### config.mk
export PLATFORM = sky130hd
export DESIGN_NAME = kbc_cmd_proc
export DESIGN_NICKNAME = d
export VERILOG_FILES = /design/src/rtl/kbc_pkg.sv /design/src/rtl/kbc_cmd_decode.sv /design/src/rtl/kbc_data_route.sv /design/src/rtl/kbc_cmd_proc.sv
export SDC_FILE = /design/constraint.sdc
export NUM_CORES = 1
export LEC_CHECK = 0
export ABC_AREA = 0
export BUFFER_PORTS_ARGS = -buffer_cell sky130_fd_sc_hd__buf_2
export CORE_UTILIZATION = 34
export CTS_BUF_LIST = sky130_fd_sc_hd__clkbuf_16
export DETAILED_ROUTE_END_ITERATION = 10
export PLACE_DENSITY = 0.67
export SYNTH_ARGS = -nofsm -noshare
export SYNTH_HDL_FRONTEND = slang
export SYNTH_SLANG_ARGS = --single-unit
### constraint.sdc
create_clock -name clk -period 2.35 [get_ports clk]
set_input_delay 0.3525 -clock clk [delete_from_list [all_inputs] [get_ports clk]]
set_output_delay 0.3525 -clock clk [all_outputs]
set_load 0.02 [all_outputs]
### src/rtl/kbc_pkg.sv
package kbc_pkg;

    localparam int BYTE_W = 8;
    typedef logic [BYTE_W-1:0] byte_t;

    // bit positions the decoder and neighbours rely on
    localparam int MB_KDIS  = 4;
    localparam int MB_ADIS  = 5;
    localparam int MB_XLAT  = 6;
    localparam int SB_SYS   = 2;
    localparam int OB_NRST  = 0;
    localparam int OB_GATE  = 1;

    localparam byte_t MODE_INIT = 8'h03;
    localparam byte_t STAT_INIT = 8'h18;
    localparam byte_t OUTP_INIT = 8'hCF;

    // command codes
    localparam byte_t C_RD_MODE  = 8'h20;
    localparam byte_t C_WR_MODE  = 8'h60;
    localparam byte_t C_ADIS     = 8'hA7;
    localparam byte_t C_AEN      = 8'hA8;
    localparam byte_t C_ATEST    = 8'hA9;
    localparam byte_t C_SELF     = 8'hAA;
    localparam byte_t C_KTEST    = 8'hAB;
    localparam byte_t C_KDIS     = 8'hAD;
    localparam byte_t C_KEN      = 8'hAE;
    localparam byte_t C_RD_IN    = 8'hC0;
    localparam byte_t C_RD_OUT   = 8'hD0;
    localparam byte_t C_WR_OUT   = 8'hD1;
    localparam byte_t C_WR_KQ    = 8'hD2;
    localparam byte_t C_WR_AQ    = 8'hD3;
    localparam byte_t C_WR_ADEV  = 8'hD4;
    localparam byte_t C_GATE_OFF = 8'hDD;
    localparam byte_t C_GATE_ON  = 8'hDF;
    localparam byte_t C_SYSRST   = 8'hFE;
    localparam byte_t C_NOP      = 8'hFF;

    localparam byte_t SELF_OK  = 8'h55;
    localparam byte_t INPORT_V = 8'h80;

    typedef enum logic [2:0] {
        PW_NONE, PW_MODE, PW_OUTP, PW_KQ, PW_AQ, PW_ADEV
    } pend_e;

    typedef struct packed {
        byte_t mode;
        byte_t stat;
        byte_t outp;
        logic  gate;
        logic  xlat;
        pend_e pend;
    } ctl_state_t;

    typedef struct packed {
        logic  kq;
        byte_t kq_b;
        logic  aq;
        byte_t aq_b;
        logic  kdev;
        logic  adev;
        byte_t dev_b;
        logic  rreq;
        logic  bad;
    } strb_t;

    typedef struct packed {
        ctl_state_t st;
        strb_t      sb;
    } step_t;

    function automatic byte_t fold_cmd(byte_t c);
        if (c[BYTE_W-1:BYTE_W-4] == 4'hF)
            return c[0] ? C_NOP : C_SYSRST;
        return c;
    endfunction

    function automatic ctl_state_t init_state();
        ctl_state_t s;
        s.mode = MODE_INIT;
        s.stat = STAT_INIT;
        s.outp = OUTP_INIT;
        s.gate = OUTP_INIT[OB_GATE];
        s.xlat = MODE_INIT[MB_XLAT];
        s.pend = PW_NONE;
        return s;
    endfunction

endpackage

### src/rtl/kbc_cmd_decode.sv
module kbc_cmd_decode
    import kbc_pkg::*;
(
    input  ctl_state_t cur,
    input  byte_t      code,
    output step_t      step
);
    byte_t fc;

    always_comb begin
        fc = fold_cmd(code);
        step.st = cur;
        step.sb = '0;
        case (fc)
            C_RD_MODE: begin step.sb.kq = 1'b1; step.sb.kq_b = cur.mode; end
            C_WR_MODE:  step.st.pend = PW_MODE;
            C_WR_OUT:   step.st.pend = PW_OUTP;
            C_WR_KQ:    step.st.pend = PW_KQ;
            C_WR_AQ:    step.st.pend = PW_AQ;
            C_WR_ADEV:  step.st.pend = PW_ADEV;
            C_ADIS:     step.st.mode[MB_ADIS] = 1'b1;
            C_AEN:      step.st.mode[MB_ADIS] = 1'b0;
            C_KDIS:     step.st.mode[MB_KDIS] = 1'b1;
            C_KEN:      step.st.mode[MB_KDIS] = 1'b0;
            C_ATEST, C_KTEST: begin
                step.sb.kq = 1'b1; step.sb.kq_b = '0;
            end
            C_SELF: begin
                step.st.stat[SB_SYS] = 1'b1;
                step.sb.kq = 1'b1; step.sb.kq_b = SELF_OK;
            end
            C_RD_IN:  begin step.sb.kq = 1'b1; step.sb.kq_b = INPORT_V; end
            C_RD_OUT: begin step.sb.kq = 1'b1; step.sb.kq_b = cur.outp; end
            C_GATE_ON: begin
                step.st.outp[OB_GATE] = 1'b1; step.st.gate = 1'b1;
            end
            C_GATE_OFF: begin
                step.st.outp[OB_GATE] = 1'b0; step.st.gate = 1'b0;
            end
            C_SYSRST: step.sb.rreq = 1'b1;
            C_NOP:    ;
            default:  step.sb.bad = 1'b1;
        endcase
    end
endmodule

### src/rtl/kbc_data_route.sv
module kbc_data_route
    import kbc_pkg::*;
(
    input  ctl_state_t cur,
    input  byte_t      din,
    output step_t      step
);
    always_comb begin
        step.st = cur;
        step.st.pend = PW_NONE;
        step.sb = '0;
        case (cur.pend)
            PW_NONE: begin step.sb.kdev = 1'b1; step.sb.dev_b = din; end
            PW_MODE: begin
                step.st.mode = din;
                step.st.xlat = din[MB_XLAT];
            end
            PW_OUTP: begin
                step.st.outp = din;
                step.st.gate = din[OB_GATE];
                step.sb.rreq = ~din[OB_NRST];
            end
            PW_KQ:   begin step.sb.kq = 1'b1; step.sb.kq_b = din; end
            PW_AQ:   begin step.sb.aq = 1'b1; step.sb.aq_b = din; end
            PW_ADEV: begin step.sb.adev = 1'b1; step.sb.dev_b = din; end
            default: ;
        endcase
    end
endmodule

### src/rtl/kbc_cmd_proc.sv
module kbc_cmd_proc
    import kbc_pkg::*;
(
    input  logic        clk,
    input  logic        rst,
    input  logic        cmd_we,
    input  logic        data_we,
    input  logic [7:0]  wr_byte,
    output logic        kbd_q_push,
    output logic [7:0]  kbd_q_byte,
    output logic        aux_q_push,
    output logic [7:0]  aux_q_byte,
    output logic        kbd_dev_we,
    output logic        aux_dev_we,
    output logic [7:0]  dev_byte,
    output logic [7:0]  mode_q,
    output logic [7:0]  status_q,
    output logic [7:0]  outport_q,
    output logic        a20_gate,
    output logic        xlat_en,
    output logic        sys_rst_req,
    output logic        bad_cmd
);
    ctl_state_t cur_q, nxt;
    strb_t      sb_q, sb_n;
    step_t      cstep, dstep;

    kbc_cmd_decode u_dec (.cur(cur_q), .code(wr_byte), .step(cstep));
    kbc_data_route u_rte (.cur(cur_q), .din(wr_byte), .step(dstep));

    // command port wins a shared cycle; the data byte is dropped
    always_comb begin
        nxt  = cur_q;
        sb_n = '0;
        if (cmd_we) begin
            nxt  = cstep.st;
            sb_n = cstep.sb;
        end else if (data_we) begin
            nxt  = dstep.st;
            sb_n = dstep.sb;
        end
    end

    always_ff @(posedge clk) begin
        if (rst) begin
            cur_q <= init_state();
            sb_q  <= '0;
        end else begin
            cur_q <= nxt;
            sb_q  <= sb_n;
        end
    end

    assign kbd_q_push  = sb_q.kq;
    assign kbd_q_byte  = sb_q.kq_b;
    assign aux_q_push  = sb_q.aq;
    assign aux_q_byte  = sb_q.aq_b;
    assign kbd_dev_we  = sb_q.kdev;
    assign aux_dev_we  = sb_q.adev;
    assign dev_byte    = sb_q.dev_b;
    assign sys_rst_req = sb_q.rreq;
    assign bad_cmd     = sb_q.bad;
    assign mode_q      = cur_q.mode;
    assign status_q    = cur_q.stat;
    assign outport_q   = cur_q.outp;
    assign a20_gate    = cur_q.gate;
    assign xlat_en     = cur_q.xlat;
endmodule

==> results of run 1 <==
[cell type report]
| class | instances | area, sq um | share of cell area |
|---|---|---|---|
| inverters | 8 | 30.0 | 0.0103 |
| clock buffers | 5 | 125 | 0.0431 |
| well taps | 99 | 124 | 0.0427 |
| flip-flops and latches | 50 | 1000 | 0.345 |
| multi-input cells | 191 | 1260 | 0.434 |
| clock inverters | 3 | 25.0 | 0.00862 |
| repair buffers | 65 | 338 | 0.116 |
[power by group through the flow]
stage	registers (mW)	clock network, mW	logic [mW]
floorplan	0.886	0	0.108
global placement	0.878	0	0.155
detailed placement	0.878	0	0.157
CTS	0.858	0.752	0.157
global route	0.859	0.782	0.172
finish	0.858	0.733	0.160
[how the worst min path moves through the flow]
| stage | from | end |
|---|---|---|
| final | wr_byte[7] | mode_q[7]$_SDFFE_PP0P_ |
| after global routing | wr_byte[7] | mode_q[7]$_SDFFE_PP0P_ |
| after CTS | wr_byte[7] | mode_q[7]$_SDFFE_PP0P_ |
| after detailed placement | mode_q[5]$_SDFFE_PP0P_ | mode_q[5]$_SDFFE_PP0P_ |
| after global placement | status_q[2]$_SDFFE_PP0P_ | status_q[2]$_SDFFE_PP0P_ |
| after floorplan | status_q[2]$_SDFFE_PP0P_ | status_q[2]$_SDFFE_PP0P_ |
[synthesized netlist by cell type, drive strengths merged, types with 2 or more instances]
cell type  count
dfxtp         50
a22oi          4
inv            8
and3           6
nand4b         5
buf           26
o21ai          4
nand4          2
a211oi         2
a221oi         4
o211ai         5
clkbuf        22
mux2i          8
nor4b          2
a41oi          2
xor2           3
a21oi         14
a21o           4
conb           2
nor2b          3
nor2          14
a41o           2
and2          14
a31oi          2
nand3          5
o32ai          2
and4b          4
nor4           7
nand3b         2
and3b          2
nor3           8
nand2         31
a2111oi        2
nor3b          4
o2111ai        3
[flip-flops by register name, indices dropped and copies added, names as in the netlist]
register / cells
kbd_dev_we: 1
cur_q: 3
status_q: 1
sys_rst_req: 1
aux_q_push: 1
bad_cmd: 1
aux_q_byte: 8
kbd_q_push: 1
dev_byte: 8
outport_q: 8
aux_dev_we: 1
mode_q: 8
kbd_q_byte: 8
[stage by stage]
step	instances	instance area [sq um]
global placement	413	2750
finish	421	2900
global route	421	2900
floorplan	297	2560
detailed placement	413	2750
CTS	421	2900
[worst max-delay path: cells and delay by family]
kind	cells	cell delay, ns
AOI/OAI and AO/OA	3	0.85
and+or+nand+nor	1	0.68
buffers and inverters	1	0.20
[metal layers]
metal | vias up | track usage | routed length (um)
li1 | 1074 | - | -
met1 | 1024 | 0.236 | 2980
met2 | 105 | 0.261 | 2970
met3 | 5 | 0.0457 | 495
met4 | 0 | 0.0455 | 57
met5 | - | 0 | 0
[cell families after synthesis]
logic type / Yosys count
AOI/OAI and AO/OA: 56
xor gates and xnor gates: 3
buffers and inverters: 56
DFF: 50
muxes: 8
other: 2
and+or+nand+nor: 117
==> results.md, run 1 <==
* Cell chosen for the clock root: clkbuf_16
* CTS resizes at 0
* Fraction of registers with async set or reset after synthesis at 0
* Main combinational cell family by area after synthesis: simple AND/OR/NAND/NOR gates
* Final TNS setup at 0 ns
* Worst-Margin Slew at 0.530 ns
* Synth top area cells: dfxtp_1, buf_4, nand2_1, and2_1, clkbuf_1
* Wire length per cell at 15.4 um
* Synth unique cells at 55
* Switching share of total power at 0.258
* CTS tree: built
* CP max FO at 18
* Crit path capture type: flop
* Worst rel slew slack at 0.647
* Die Footprint at 7830 sq um
* Hold crit path type: primary input to flop
* Flop pwr share at 0.490
* Clk_lat worst skew at 0.30 ns
* Skew final at 0.00825 ns
* Most common cell after layout, fill and taps aside: buf_2
* Pwr Total at 1.75 mW
* DR vias/cell at 5.24
* Max clock buf depth at 2
* FILL cells at 740
* Clk pwr share at 0.418
* Leak at 1.23 nW
* Initial antenna violation count at 0
* CP Cell Sequence: buf_2 > or4b_1 > a2111oi_4 > o21ai_2 > a221oi_2
* CTS Sinks at 50
* Routed wire length at 6.50 mm
* Fin util at 0.400
* Post-DRT Antenna Nets at 0
* Synthesized instance count at 292
* # setup viols final at 0
* WP data required at 2.55 ns
* DRT iter0 DRCs at 225
* Ys Warns at 0
* Most frequent cells in the layout: buf_2, dfxtp_1, nand2_1
* Maxcap violations at 0
* Critical path class: primary input to flop
* Initial DRT Pass Iterations at 8
* Delay of the slowest critical-path stage at 0.68 ns
* Peak VDD IR at 0.226 mV
* Flops & latches, synth at 50
* Pin count of the biggest net entering global routing at 25
* Sw Pwr at 0.452 mW
* Period utilization at 0.806
* Pins over their slew limit at 0
* Setup bufs post-CTS at 0
* CP startpoint: wr_byte[6]
* Vias in the first global route at 1914
* Ys flop type: dfxtp_1
* Reg2reg end: mode_q[4]$_SDFFE_PP0P_
* Clk slew on worst S/H paths at 0.07 ns
* Path depth of the worst reg2reg path at 4
* Min Hold Slack at 0.412 ns
* Ports at 68
* Cell internal pwr at 1.30 mW
* CTS Buf Count at 5
* Mux share of post-synthesis cell area at 0.0315
* Hpwl dp at 4.53 mm
* PortBufs at 60
* Drt drc at 2
* CP arrival at 2.10 ns
* Share of the synthesized area in the top cell type at 0.393
* H-tree depth at 2
* Initial Util at 0.351
* Hold Buf Count CTS at 0
* Area delta synth->final at 14.1%
* Failing checks: design-rule violations
* Fmax at 528 MHz
* Place WS at 0.200 ns
* Post-Synth XOR/XNOR Area at 0.0103
* Setup crit start kind: primary input
* Die H at 88.5 um
* Final Critical Period at 1.89 ns
* Total gr overflow at 0
* Setup ws final at 0.457 ns
* Final hold vios at 0
* Top cell type by total area after synthesis: dfxtp_1
* Reg2Reg Setup Slack at 0.57 ns
* Worst R2R Start: cur_q[0]$_SDFFE_PP0P_
* CORE AREA at 7250 sq um
* GRT Total Usage at 0.170
* Post-synthesis simple-gate area fraction at 0.267
* Global-route wire length before repair at 10.2 mm
* Ant diodes at 0
* Register area share after synthesis at 0.393
* Worst hold stages at 3
* GP Congestion at 0.909
* Post-synth EDFFs at 0
* FP Rows at 31
* Post-synthesis compound-gate area fraction at 0.176
* Adder-Cell Fraction of Synth Area at 0
* Setup crit end: kbd_q_byte[0]$_SDFF_PP0_
* Unrepaired setup endpoints after global routing: no
* Via count at 2208
* Status: complete, but fails checks
* Fraction of layout cells with a size suffix above 1 at 0.258
* Die width at 88.5 um
* Critical-path top delay cell: or4b_1
* Combinational Power Share at 0.091
* Syn_area_per_cell at 8.72 sq um
* Fin nets at 333
* Power per cell area at 603 nW/um^2
* Post-Synthesis Cell Area at 2540 sq um
Power figures use the tool's default switching activity.
==> run 2, diff against run 1 <==
Clock period 2.35 ns to 1.9 ns, I/O delays scaled along.
==> results.md, run 2 (same netlist as run 1, synthesis figures left out) <==
* Fraction of layout cells with a size suffix above 1 at 0.313 (was 0.258)
* Drt drc at 2 (unchanged)
* H-tree depth at 2 (unchanged)
* Fmax at 601 MHz
* Placed Cells incl. Taps at 439 (was 413)
* Post-DP Area at 2960 sq um (was 2750 sq um)
* Failing checks: design-rule violations (unchanged)
* Most frequent cells in the layout: buf_2, dfxtp_1, nand2_1 (unchanged)
* Unrepaired setup endpoints after global routing: no (unchanged)
* Setup bufs post-CTS at 0 (unchanged)
* Initial DRT Pass Iterations at 8 (unchanged)
* Pin count of the biggest net entering global routing at 23 (was 25)
* PortBufs at 60 (unchanged)
* Ports at 68 (unchanged)
* Final Critical Period at 1.66 ns
* Clk_lat worst skew at 0.29 ns (was 0.30 ns)
* Maxcap violations at 0 (unchanged)
* Wire length per cell at 16.1 um (was 15.4 um)
* Setup crit end: kbd_q_byte[0]$_SDFF_PP0_ (unchanged)
* Total gr overflow at 0 (unchanged)
* Final hold vios at 0 (unchanged)
* Reg2reg end: outport_q[1]$_SDFFE_PP1P_ (was mode_q[4]$_SDFFE_PP0P_)
* Max clock buf depth at 2 (unchanged)
* CP arrival at 1.86 ns (was 2.10 ns)
* Status: complete, but fails checks (unchanged)
* Final TNS setup at 0 ns (unchanged)
* CTS Sinks at 50 (unchanged)
* Delay of the slowest critical-path stage at 0.62 ns (was 0.68 ns)
* Via count at 2357 (was 2208)
* Vias in the first global route at 2224 (was 1914)
* Hold Buf Count CTS at 0 (unchanged)
* Critical-path top delay cell: or4b_1 (unchanged)
* Die Footprint at 7830 sq um (unchanged)
* Place WS at -0.0445 ns (was 0.200 ns)
* Setup crit start kind: primary input (unchanged)
* Leak at 1.37 nW (was 1.23 nW)
* Setup ws final at 0.235 ns (was 0.457 ns)
* Worst R2R Start: cur_q[1]$_SDFFE_PP0P_ (was cur_q[0]$_SDFFE_PP0P_)
* CORE AREA at 7250 sq um (unchanged)
* Die H at 88.5 um (unchanged)
* CTS tree: built (unchanged)
* Final design area excluding fillers at 3130 sq um (was 2900 sq um)
* Min Hold Slack at 0.328 ns (was 0.412 ns)
* Most common cell after layout, fill and taps aside: buf_2 (unchanged)
* Path depth of the worst reg2reg path at 4 (unchanged)
* Peak VDD IR at 0.346 mV (was 0.226 mV)
* FP Rows at 31 (unchanged)
* Reg2Reg Setup Slack at 0.24 ns (was 0.57 ns)
* DRT iter0 DRCs at 209 (was 225)
* Skew final at 0.00759 ns (was 0.00825 ns)
* CP Cell Sequence: buf_2 > or4b_1 > a2111oi_4 > o21ai_2 > a221oi_2 (unchanged)
* Delay-heaviest family, CP: compound AO/OA/AOI/OAI gates (unchanged)
* FILL cells at 742 (was 740)
* DR vias/cell at 5.27 (was 5.24)
* Fin util at 0.432 (was 0.400)
* Die width at 88.5 um (unchanged)
* Cell chosen for the clock root: clkbuf_16 (unchanged)
* CP startpoint: wr_byte[7] (was wr_byte[6])
* Initial Util at 0.351 (unchanged)
* Footprint of the multi-input gates at 1260 sq um (unchanged)
* WP buf/inv at 1 (unchanged)
* Area delta synth->final at 23.1% (was 14.1%)
* CP max FO at 5 (was 18)
* Period utilization at 0.876
* Hold crit path type: primary input to flop (unchanged)
* Global-route wire length before repair at 11.4 mm (was 10.2 mm)
* Hpwl dp at 5.43 mm (was 4.53 mm)
* Critical path class: primary input to flop (unchanged)
* Crit path capture type: flop (unchanged)
* Final Non-Filler Cells at 447 (was 421)
* Pins over their slew limit at 0 (unchanged)
* # setup viols final at 0 (unchanged)
* Routed wire length at 7.21 mm (was 6.50 mm)
* GRT Total Usage at 0.194 (was 0.170)
* CTS resizes at 0 (unchanged)
* GP Congestion at 0.893 (was 0.909)
* Ant diodes at 0 (unchanged)
* Fin nets at 359 (was 333)
* Initial antenna violation count at 0 (unchanged)
* Power per cell area at 740 nW/um^2 (was 603 nW/um^2)
* Clk slew on worst S/H paths at 0.07 ns (about the same)
* WP data required at 2.10 ns (was 2.55 ns)
* Post-DRT Antenna Nets at 0 (unchanged)
* Seq. cell area at 1000 sq um (unchanged)
* CTS Buf Count at 5 (unchanged)
* Worst path depth at 5 (unchanged)
* Pwr Total at 2.32 mW (was 1.75 mW)
-- run 2: layer usage --
layer	vias up	GRT usage	routed length, um
li1	1123	-	-
met1	1102	0.242	3200
met2	112	0.313	3310
met3	20	0.0504	503
met4	0	0.0894	195
met5	-	0	0
-- run 2: area by class of cell --
type,count,area share
clock inverters,3,0.0144
well taps,99,0.0396
repair buffers,91,0.174
inverters,8,0.00959
clock buffers,5,0.0400
flip-flops and latches,50,0.320
multi-input cells,191,0.403
-- run 2: worst min path at each step --
stage / cells past startpoint / start / slack (ns) / to
2_1_floorplan: 1 / rst / 0.37 / mode_q[4]$_SDFFE_PP0P_
3_3_place_gp: 2 / mode_q[3]$_SDFFE_PP0P_ / 0.46 / mode_q[3]$_SDFFE_PP0P_
3_5_place_dp: 2 / mode_q[7]$_SDFFE_PP0P_ / 0.48 / mode_q[7]$_SDFFE_PP0P_
4_1_cts: 2 / wr_byte[0] / 0.31 / sys_rst_req$_SDFF_PP0_
5_1_grt: 3 / cmd_we / 0.33 / sys_rst_req$_SDFF_PP0_
6_report: 3 / cmd_we / 0.33 / sys_rst_req$_SDFF_PP0_
-- run 2: worst min-delay path, stage by stage --
cell      delay, ns
buf_2          0.15
nand2_1        0.07
a211oi_1       0.06
-- run 2: power breakdown --
group	total, mW	internal (mW)	switching, mW
registers	1.06	1.06	0.00594
clock network	1.02	0.621	0.399
logic	0.236	0.0827	0.153
